### src/rtl/capChainPkg.sv
package capChainPkg;

  localparam int OFF_W   = 12;
  localparam int ID_W    = 16;
  localparam int VER_W   = 4;
  localparam int HDR_W   = OFF_W + VER_W + ID_W;
  localparam int WORD_AW = OFF_W - 2;
  localparam int SIZE_W  = OFF_W + 1;
  localparam int LAST_HDR_OFF = (1 << OFF_W) - 8;

  typedef struct packed {
    logic [OFF_W-1:0] next;
    logic [VER_W-1:0] ver;
    logic [ID_W-1:0]  id;
  } capHdr_t;

  typedef enum logic [2:0] {
    ST_IDLE,
    ST_READ,
    ST_WAIT,
    ST_WRTAIL,
    ST_WRNEW,
    ST_DONE
  } walkState_e;

  typedef struct packed {
    logic loadCmd;
    logic rdHdr;
    logic step;
    logic latchHdr;
    logic wrTail;
    logic wrNew;
    logic resHit;
    logic resEnd;
    logic resEmpty;
    logic resAppend;
    logic resErr;
  } walkStrobe_t;

  typedef struct packed {
    logic isAppend;
    logic argBad;
    logic atBase;
    logic firstVisit;
    logic hdrZero;
    logic idMatch;
    logic nextZero;
    logic nextBad;
    logic limitHit;
  } walkStatus_t;

endpackage

### src/rtl/capChainCtrl.sv
module capChainCtrl
  import capChainPkg::*;
(
  input  logic        clk,
  input  logic        rstN,
  input  logic        cmdValid,
  input  logic        cmdAppend,
  input  walkStatus_t st,
  output walkStrobe_t sb,
  output logic        busy,
  output logic        done
);

  walkState_e state, stateNext;

  always_ff @(posedge clk or negedge rstN) begin
    if (!rstN) state <= ST_IDLE;
    else       state <= stateNext;
  end

  always_comb begin
    sb = '0;
    stateNext = state;
    unique case (state)
      ST_IDLE: begin
        if (cmdValid) begin
          sb.loadCmd = 1'b1;
          if (cmdAppend && st.argBad) begin
            sb.resErr = 1'b1;
            stateNext = ST_DONE;
          end else begin
            stateNext = ST_READ;
          end
        end
      end
      ST_READ: begin
        sb.rdHdr = 1'b1;
        stateNext = ST_WAIT;
      end
      ST_WAIT: begin
        if (st.isAppend && st.atBase) begin
          sb.latchHdr  = 1'b1;
          sb.resAppend = 1'b1;
          stateNext    = ST_WRNEW;
        end else if (st.firstVisit && st.hdrZero) begin
          if (st.isAppend) sb.resErr = 1'b1;
          else             sb.resEmpty = 1'b1;
          stateNext = ST_DONE;
        end else if (st.idMatch) begin
          if (st.isAppend) sb.resErr = 1'b1;
          else             sb.resHit = 1'b1;
          stateNext = ST_DONE;
        end else if (st.nextZero) begin
          if (st.isAppend) begin
            sb.latchHdr  = 1'b1;
            sb.resAppend = 1'b1;
            stateNext    = ST_WRTAIL;
          end else begin
            sb.resEnd = 1'b1;
            stateNext = ST_DONE;
          end
        end else if (st.nextBad || st.limitHit) begin
          sb.resErr = 1'b1;
          stateNext = ST_DONE;
        end else begin
          sb.step   = 1'b1;
          stateNext = ST_READ;
        end
      end
      ST_WRTAIL: begin
        sb.wrTail = 1'b1;
        stateNext = ST_WRNEW;
      end
      ST_WRNEW: begin
        sb.wrNew  = 1'b1;
        stateNext = ST_DONE;
      end
      ST_DONE:  stateNext = ST_IDLE;
      default:  stateNext = ST_IDLE;
    endcase
  end

  assign busy = (state != ST_IDLE);
  assign done = (state == ST_DONE);

  assert_done_pulse_R11: assert property (@(posedge clk) disable iff (!rstN)
    done |=> !done);

  assert_tail_then_new_R9: assert property (@(posedge clk) disable iff (!rstN)
    sb.wrTail |=> sb.wrNew);

  assert_single_access_R12: assert property (@(posedge clk) disable iff (!rstN)
    $onehot0({sb.rdHdr, sb.wrTail, sb.wrNew}));

  assert_idle_quiet_R1: assert property (@(posedge clk) disable iff (!rstN)
    !busy |-> !(sb.rdHdr || sb.wrTail || sb.wrNew));

  assert_read_then_wait_R12: assert property (@(posedge clk) disable iff (!rstN)
    sb.rdHdr |=> (busy && !sb.rdHdr && !done));

endmodule

### src/rtl/capChainPath.sv
module capChainPath
  import capChainPkg::*;
#(
  parameter int LIST_BASE  = 256,
  parameter int MAX_VISITS = 960
) (
  input  logic               clk,
  input  logic               rstN,
  input  walkStrobe_t        sb,
  input  logic               cmdAppend,
  input  logic [ID_W-1:0]    cmdId,
  input  logic [VER_W-1:0]   cmdVer,
  input  logic [OFF_W-1:0]   cmdOffset,
  input  logic [SIZE_W-1:0]  cmdSize,
  input  logic [HDR_W-1:0]   ramRdata,
  output walkStatus_t        st,
  output logic               ramEn,
  output logic               ramWe,
  output logic [WORD_AW-1:0] ramAddr,
  output logic [HDR_W-1:0]   ramWdata,
  output logic [OFF_W-1:0]   resOffset,
  output logic [OFF_W-1:0]   resPrev,
  output logic               resError
);

  localparam int CNT_W = $clog2(MAX_VISITS + 1);
  localparam logic [OFF_W-1:0]   BASE_OFF  = OFF_W'(LIST_BASE);
  localparam logic [OFF_W-1:0]   LAST_OFF  = OFF_W'(LAST_HDR_OFF);
  localparam logic [WORD_AW-1:0] BASE_WORD = BASE_OFF[OFF_W-1:2];
  localparam logic [WORD_AW-1:0] LAST_WORD = LAST_OFF[OFF_W-1:2];
  localparam logic [CNT_W-1:0]   CNT_LAST  = CNT_W'(MAX_VISITS - 1);
  localparam logic [SIZE_W-1:0]  MIN_SIZE  = SIZE_W'(8);
  localparam logic [SIZE_W:0]    SPACE_END = (SIZE_W+1)'(1 << OFF_W);

  logic               opAppend;
  logic [ID_W-1:0]    idReg;
  logic [VER_W-1:0]   verReg;
  logic [OFF_W-1:0]   newOff;
  logic [OFF_W-1:0]   curOff;
  logic [OFF_W-1:0]   prevOff;
  logic [CNT_W-1:0]   visitCnt;
  capHdr_t            hdrKeep;
  capHdr_t            hdrIn;
  logic [ID_W-1:0]    searchId;
  logic [SIZE_W:0]    endSum;
  logic               atBase;

  assign hdrIn    = capHdr_t'(ramRdata);
  assign searchId = opAppend ? '0 : idReg;
  assign endSum   = {2'b00, cmdOffset} + {1'b0, cmdSize};
  assign atBase   = (newOff == BASE_OFF);

  // status towards the controller
  always_comb begin
    st.isAppend   = opAppend;
    st.argBad     = (cmdOffset[1:0] != 2'b00) || (cmdOffset < BASE_OFF) ||
                    (cmdSize < MIN_SIZE) || (endSum >= SPACE_END);
    st.atBase     = atBase;
    st.firstVisit = (visitCnt == '0);
    st.hdrZero    = (ramRdata == '0);
    st.idMatch    = (hdrIn.id == searchId);
    st.nextZero   = (hdrIn.next == '0);
    st.nextBad    = (hdrIn.next[1:0] != 2'b00) || (hdrIn.next < BASE_OFF) ||
                    (hdrIn.next > LAST_OFF);
    st.limitHit   = (visitCnt == CNT_LAST);
  end

  // command and walk registers
  always_ff @(posedge clk or negedge rstN) begin
    if (!rstN) begin
      opAppend <= 1'b0;
      idReg    <= '0;
      verReg   <= '0;
      newOff   <= '0;
      curOff   <= '0;
      prevOff  <= '0;
      visitCnt <= '0;
      hdrKeep  <= '0;
    end else begin
      if (sb.loadCmd) begin
        opAppend <= cmdAppend;
        idReg    <= cmdId;
        verReg   <= cmdVer;
        newOff   <= cmdOffset;
        curOff   <= BASE_OFF;
        prevOff  <= '0;
        visitCnt <= '0;
      end else if (sb.step) begin
        prevOff  <= curOff;
        curOff   <= hdrIn.next;
        visitCnt <= visitCnt + 1'b1;
      end
      if (sb.latchHdr) hdrKeep <= hdrIn;
    end
  end

  // result registers
  always_ff @(posedge clk or negedge rstN) begin
    if (!rstN) begin
      resOffset <= '0;
      resPrev   <= '0;
      resError  <= 1'b0;
    end else if (sb.resHit) begin
      resOffset <= curOff;
      resPrev   <= prevOff;
      resError  <= 1'b0;
    end else if (sb.resEnd) begin
      resOffset <= '0;
      resPrev   <= curOff;
      resError  <= 1'b0;
    end else if (sb.resAppend) begin
      resOffset <= newOff;
      resPrev   <= atBase ? '0 : curOff;
      resError  <= 1'b0;
    end else if (sb.resEmpty || sb.resErr) begin
      resOffset <= '0;
      resPrev   <= '0;
      resError  <= sb.resErr;
    end
  end

  // RAM port
  assign ramEn   = sb.rdHdr | sb.wrTail | sb.wrNew;
  assign ramWe   = sb.wrTail | sb.wrNew;
  assign ramAddr = sb.wrNew ? newOff[OFF_W-1:2] : curOff[OFF_W-1:2];

  always_comb begin
    if (sb.wrTail) ramWdata = {newOff, hdrKeep.ver, hdrKeep.id};
    else           ramWdata = {(atBase ? hdrKeep.next : {OFF_W{1'b0}}), verReg, idReg};
  end

  assert_read_window_R6: assert property (@(posedge clk) disable iff (!rstN)
    (ramEn && !ramWe) |-> (ramAddr >= BASE_WORD && ramAddr <= LAST_WORD));

  assert_visit_bound_R7: assert property (@(posedge clk) disable iff (!rstN)
    visitCnt <= CNT_LAST);

  assert_error_clears_offsets_R6: assert property (@(posedge clk) disable iff (!rstN)
    resError |-> (resOffset == '0 && resPrev == '0));

  assert_hit_aligned_R3: assert property (@(posedge clk) disable iff (!rstN)
    (resOffset != '0) |-> (resOffset[1:0] == 2'b00 && resOffset >= BASE_OFF));

  assert_write_aligned_R10: assert property (@(posedge clk) disable iff (!rstN)
    (ramEn && ramWe) |-> (ramAddr >= BASE_WORD));

endmodule

### src/rtl/capChainWalker.sv
module capChainWalker
  import capChainPkg::*;
#(
  parameter int LIST_BASE  = 256,
  parameter int MAX_VISITS = 960
) (
  input  logic        clk,
  input  logic        rstN,
  input  logic        cmdValid,
  input  logic        cmdAppend,
  input  logic [15:0] cmdId,
  input  logic [3:0]  cmdVer,
  input  logic [11:0] cmdOffset,
  input  logic [12:0] cmdSize,
  output logic        busy,
  output logic        done,
  output logic [11:0] resOffset,
  output logic [11:0] resPrev,
  output logic        resError,
  output logic        ramEn,
  output logic        ramWe,
  output logic [9:0]  ramAddr,
  output logic [31:0] ramWdata,
  input  logic [31:0] ramRdata
);

  walkStrobe_t strobes;
  walkStatus_t status;

  capChainCtrl ctrl_i (
    .clk       (clk),
    .rstN      (rstN),
    .cmdValid  (cmdValid),
    .cmdAppend (cmdAppend),
    .st        (status),
    .sb        (strobes),
    .busy      (busy),
    .done      (done)
  );

  capChainPath #(
    .LIST_BASE  (LIST_BASE),
    .MAX_VISITS (MAX_VISITS)
  ) path_i (
    .clk       (clk),
    .rstN      (rstN),
    .sb        (strobes),
    .cmdAppend (cmdAppend),
    .cmdId     (cmdId),
    .cmdVer    (cmdVer),
    .cmdOffset (cmdOffset),
    .cmdSize   (cmdSize),
    .ramRdata  (ramRdata),
    .st        (status),
    .ramEn     (ramEn),
    .ramWe     (ramWe),
    .ramAddr   (ramAddr),
    .ramWdata  (ramWdata),
    .resOffset (resOffset),
    .resPrev   (resPrev),
    .resError  (resError)
  );

endmodule

### config.mk
export PLATFORM = sky130hd
export DESIGN_NAME = capChainWalker
export DESIGN_NICKNAME = d
export VERILOG_FILES = /design/src/rtl/capChainPkg.sv /design/src/rtl/capChainCtrl.sv /design/src/rtl/capChainPath.sv /design/src/rtl/capChainWalker.sv
export SDC_FILE = /design/constraint.sdc
export NUM_CORES = 1
export LEC_CHECK = 0
export ABC_CLOCK_PERIOD_IN_PS = 6000
export BUFFER_PORTS_ARGS = -buffer_cell sky130_fd_sc_hd__buf_4
export CAP_MARGIN = 15
export CORE_MARGIN = 2
export CORE_UTILIZATION = 40
export DETAILED_ROUTE_END_ITERATION = 6
export PLACE_DENSITY_LB_ADDON = 0.1
export SLEW_MARGIN = 10
export SYNTH_ARGS = -nofsm -noshare
export SYNTH_HDL_FRONTEND = slang
export SYNTH_HIERARCHICAL = 1
export SYNTH_SLANG_ARGS = --single-unit
### constraint.sdc
create_clock -name clk -period 6 [get_ports clk]
set_input_delay 1.2 -clock clk [delete_from_list [all_inputs] [get_ports clk]]
set_output_delay 1.2 -clock clk [all_outputs]
set_load 0.05 [all_outputs]
Yosys cells after proc, flatten, opt, wreduce, memory -nomap -nowiden
Index checks and enable logic that the tools add are counted.

cells by class
  add/sub/neg operators = 2
  order comparisons = 5
  equal/unequal tests = 9
  multiplexer cells = 64
  bitwise logic cells = 3
  reduce and logical (&&, ||, !) cells = 19

operators with widths
  operator                                                                               count
  12-bit 2-to-1 mux                                                                      13
  32-bit zero test                                                                       1
  32-bit 2-to-1 mux                                                                      1
  1-bit 2-to-1 mux                                                                       30
  10-bit 2-to-1 mux                                                                      3
  3-bit 2-to-1 mux                                                                       9
  12-bit by 9-bit less-than comparator with 1-bit output, second input constant          2
  16-bit == test                                                                         1
  16-bit 2-to-1 mux                                                                      1
  3-bit one-hot mux with 5 select lines                                                  1
  12-bit by 13-bit adder with 14-bit output                                              1
  14-bit by 13-bit greater-or-equal comparator with 1-bit output, second input constant  1
  13-bit by 4-bit less-than comparator with 1-bit output, second input constant          1
  12-bit by 9-bit == test with 1-bit output, second input constant                       1
  12-bit greater-than comparator, second input constant                                  1
  12-bit zero test                                                                       1
  10-bit by 1-bit adder with 10-bit output, second input constant                        1
  10-bit == test, second input constant                                                  1
  10-bit zero test                                                                       1
  2-bit 2-to-1 mux                                                                       4
  1-bit logical OR                                                                       7
  3-bit by 2-bit == test with 1-bit output, second input constant                        2
  3-bit == test, second input constant                                                   2
  2-bit nonzero test                                                                     3
  other kinds (9)                                                                        13

storage, ports and cells
  register bits after elaboration = 127
  input bits = 81
  output and inout bits = 71
  word-level logic and storage cells = 116

Longest topological paths before layout
  depth in word-level cells = 15
  gate-level depth with buffers = 13
  gate-level depth less buffers = 13

By module
Netlist, hierarchy kept.

modules (own cells, without submodules)
  module        instances  cells each  area an instance (sq um)  seq. area each (sq um)
  capChainPath  1          571         6327.3                    3103.0
  capChainCtrl  1          43          322.8                     75.1

Worst setup path after synthesis
No wires, ideal clock.

  kind = input port to flip-flop
  start = input cmdOffset[4]
  end = register path_i.resOffset[10]
  setup time = 67 ps
  arrival time = 3367 ps
  required time = 5933 ps
  setup slack = 2566 ps
  cell stages on the path = 12
  buffers on the path = 1
  cell sequence = ha_1 a21oi_2 o211ai_1 a221oi_2 nor3_1 or4b_1 nand3_1 o32ai_2 nor3_4 buf_4 a222oi_1 inv_1

RTL lines
  item                  RTL line              text
  from (decl)           capChainWalker.sv:13  input logic [11:0] cmdOffset,
  to (signal assigned)  capChainPath.sv:104   resOffset <= curOff;
  to (signal assigned)  capChainPath.sv:112   resOffset <= newOff;
  to (decl)             capChainPath.sv:21    output logic [OFF_W-1:0] resOffset,

==> results.sh <==
export IMPL_status="finished clean"
export IMPL_internal_power_w=0.00217
export IMPL_rr_startpoint="path_i/opAppend"
export IMPL_core_area_mm2=0.0164
export IMPL_grt_pass1_vias=5432
export IMPL_overflow=0
export IMPL_post_route_period_util=0.720
export IMPL_synthCells=614
export IMPL_start_kind="input port"
export IMPL_cts_root_buf="clkbuf_16"
export IMPL_synth_area_leaders="dfrtp_1 (48%), mux2_1 (15%), mux2i_1 (3.8%)"
export IMPL_dp_slack_ps=1250
export IMPL_yosys_warnings=6
export IMPL_async_reset_ff_frac=1.00
export IMPL_setup_slack_ps=1680
export IMPL_switchingPower_w=0.00156
export IMPL_wl_mm=18.1
export IMPL_syn_avg_cell_area_um2=10.8
export IMPL_cts_hold_buffers=0
export IMPL_num_vias=5301
export IMPL_worstHoldStart="path_i/verReg[0]"
export IMPL_cts_made_buffers=17
export IMPL_die_h_um=133
export IMPL_reg2reg_depth=11
export IMPL_num_antenna_cells=0
export IMPL_grt_total_usage=0.211
export IMPL_post_cts_buffers=0
export IMPL_grt_first_pass_wirelength_mm=29.1
export IMPL_gp_congestion=0.844
export IMPL_yosys_most_used_dff="dfrtp_1"
export IMPL_swShare=0.418
export IMPL_dr_pass1_iters=5
export IMPL_pin_count=152
export IMPL_row_count=47
export IMPL_ys_seq_area_frac=0.478
export IMPL_ir_worst_vdd_v=0.000275
export IMPL_clkTransAtPathRegs_ps=50
export IMPL_finalSetupTns_ps=0
export IMPL_worstPathArrival_ps=4670
export IMPL_ant_nets=0
export IMPL_post_dp_hpwl_mm=13.1
export IMPL_ys_ff_latch=127
export IMPL_synth_nets=710
export IMPL_finClkSkew_ps=9.06
export IMPL_drt_initial_drc_count=374
export IMPL_worst_setup_path_end_kind="flop"
export IMPL_max_freq_ghz=0.231
export IMPL_synth_cell_type_count=55
export IMPL_worstPathMaxFanout=35
export IMPL_timing_rr_end="path_i/resPrev[11]"
export IMPL_rsz0062_at_grt="no"
export IMPL_grt_max_degree=81
export IMPL_drive_gt1_frac=0.264
export IMPL_finalHoldViolCount=0
export IMPL_p_comb_frac=0.397
export IMPL_max_cap_violations=0
export IMPL_pwr_share_clk=0.270
export IMPL_worstSkewPairLatency_ps=420
export IMPL_setup_viol=0
export IMPL_p_leak_nw=4.17
export IMPL_synth_top_area_share=0.478
export IMPL_critical_path_required_ps=6350
export IMPL_p_seq_frac=0.333
export IMPL_vias_per_cell=5.36
export IMPL_finalMaxSlewViolations=0
export IMPL_antenna_found_initial=0
export IMPL_area_growth_pct=28.6
export IMPL_cts_resized=0
export IMPL_period_minus_slack_ps=4320
export IMPL_die_area_mm2=0.0177
export IMPL_holdPathStages=1
export IMPL_min_path_type="reg -> reg"
export IMPL_max_slew_worst_pin_slew_ps=1100
export IMPL_clockBufferDepth=2
export IMPL_cts_sinks=127
export IMPL_worstSetupPathType="in -> reg"
export IMPL_port_buffers=151
export IMPL_slew_headroom=0.263
export IMPL_final_common_cell="buf_4"
export IMPL_initial_core_util=0.405
export IMPL_synth_edff_count=0
export IMPL_yosys_area_top_type="dfrtp_1"
export IMPL_nets=853
export IMPL_cts_htree_levels=4
export IMPL_power_per_cell_area_mw_per_mm2=436
export IMPL_final_cell_mix="buf_4 (157), dfrtp_1 (127), mux2_1 (88), nor2_1 (57), nand2_1 (44)"
export IMPL_worstHoldEndpoint="path_i/verReg[0]"
export IMPL_tritoncts="built"
export IMPL_drc=0
export IMPL_syn_area_mm2=0.00665
export IMPL_die_w_um=133
export IMPL_wl_per_cell_um=18.3
export IMPL_ff2ff_setup_slack_ps=2040
[state kept, by name (all words and copies together) (netlist names)]
register / cells
ctrl_i/state: 3
path_i/resPrev: 12
path_i/idReg: 16
path_i/prevOff: 12
path_i/visitCnt: 10
path_i/curOff: 12
path_i/resError: 1
path_i/verReg: 4
path_i/opAppend: 1
path_i/resOffset: 12
path_i/hdrKeep: 32
path_i/newOff: 12
[synthesized netlist by cell type, types with 13 or more instances]
master    count
ha_1         14
dfrtp_1     127
nand3_1      15
mux2_1       88
inv_1        23
nor4_1       13
mux2i_1      25
o21ai_0      21
o21ai_1      15
nand2_1      44
clkbuf_1     14
nor2_1       60
[cells by family (layout without fill, tap and decap cells)]
group | after synthesis | after routing | synth area share
compound gates | 102 | 102 | 0.107
xor+xnor | 16 | 16 | 0.0211
fa+ha+maj | 15 | 15 | 0.0294
buf+inv | 59 | 214 | 0.0395
flops | 127 | 127 | 0.478
mux | 114 | 114 | 0.188
simple gates | 181 | 181 | 0.137
[per-stage QoR]
stage               std cells  cell area [um2]  hold slack (ps)  power (W)  utilization
finish                    989             8550              483    0.00373        0.521
global placement          957             7950              463    0.00271        0.485
detailed placement        957             7950              469    0.00273        0.485
floorplan                 614             6650              450    0.00224            -
CTS                       988             8530              482    0.00375        0.520
global route              989             8550              499    0.00391        0.521
[cell type report]
cell class | instances | area (um2)
fill | 1472 | 7860
multi-input combinational | 428 | 3230
sequential | 127 | 3180
timing repair buffer | 158 | 1200
clock buffer | 22 | 464
tap | 220 | 275
clock inverter | 9 | 111
inverter | 25 | 93.8
[critical path, stage by stage]
cell	delay, ps
buf_4	120
nor4bb_1	250
a31oi_1	70
o21ai_0	320
nand4_1	130
nor3_1	360
a21oi_2	130
a21oi_1	280
nor2_4	240
or3_4	450
nor3_4	790
a22o_1	250
a21o_1	90
[how the worst max path moves through the flow]
stage | startpoint | to | slack [ps] | cells past startpoint
after CTS | ramRdata[6] | path_i/resPrev[6] | 1670 | 13
after global routing | ramRdata[6] | path_i/resOffset[0] | 1310 | 13
after detailed placement | ramRdata[6] | path_i/resPrev[6] | 1250 | 13
after floorplan | cmdOffset[4] | path_i/resOffset[10] | 2570 | 12
after global placement | ramRdata[6] | path_i/resPrev[7] | 1260 | 13
final | ramRdata[6] | path_i/resPrev[11] | 1680 | 13
[per-layer routing]
metal  vias up  part of all wire  GRT usage
met5         -                 0          0
met4         0             0.014     0.0753
met3        19             0.054     0.0494
met2       145              0.48      0.339
met1      2634              0.45      0.279
li1       2503                 -          -
[power by group through the flow]
| stage | Sequential, W | Clock, W | Combinational, W |
|---|---|---|---|
| global placement | 0.00124 | 0 | 0.00147 |
| finish | 0.00124 | 0.00101 | 0.00148 |
| global route | 0.00127 | 0.00106 | 0.00158 |
| detailed placement | 0.00125 | 0 | 0.00148 |
| floorplan | 0.00115 | 0 | 0.00109 |
| CTS | 0.00124 | 0.00103 | 0.00149 |
Note: power is estimated with default switching activity, not from simulation.
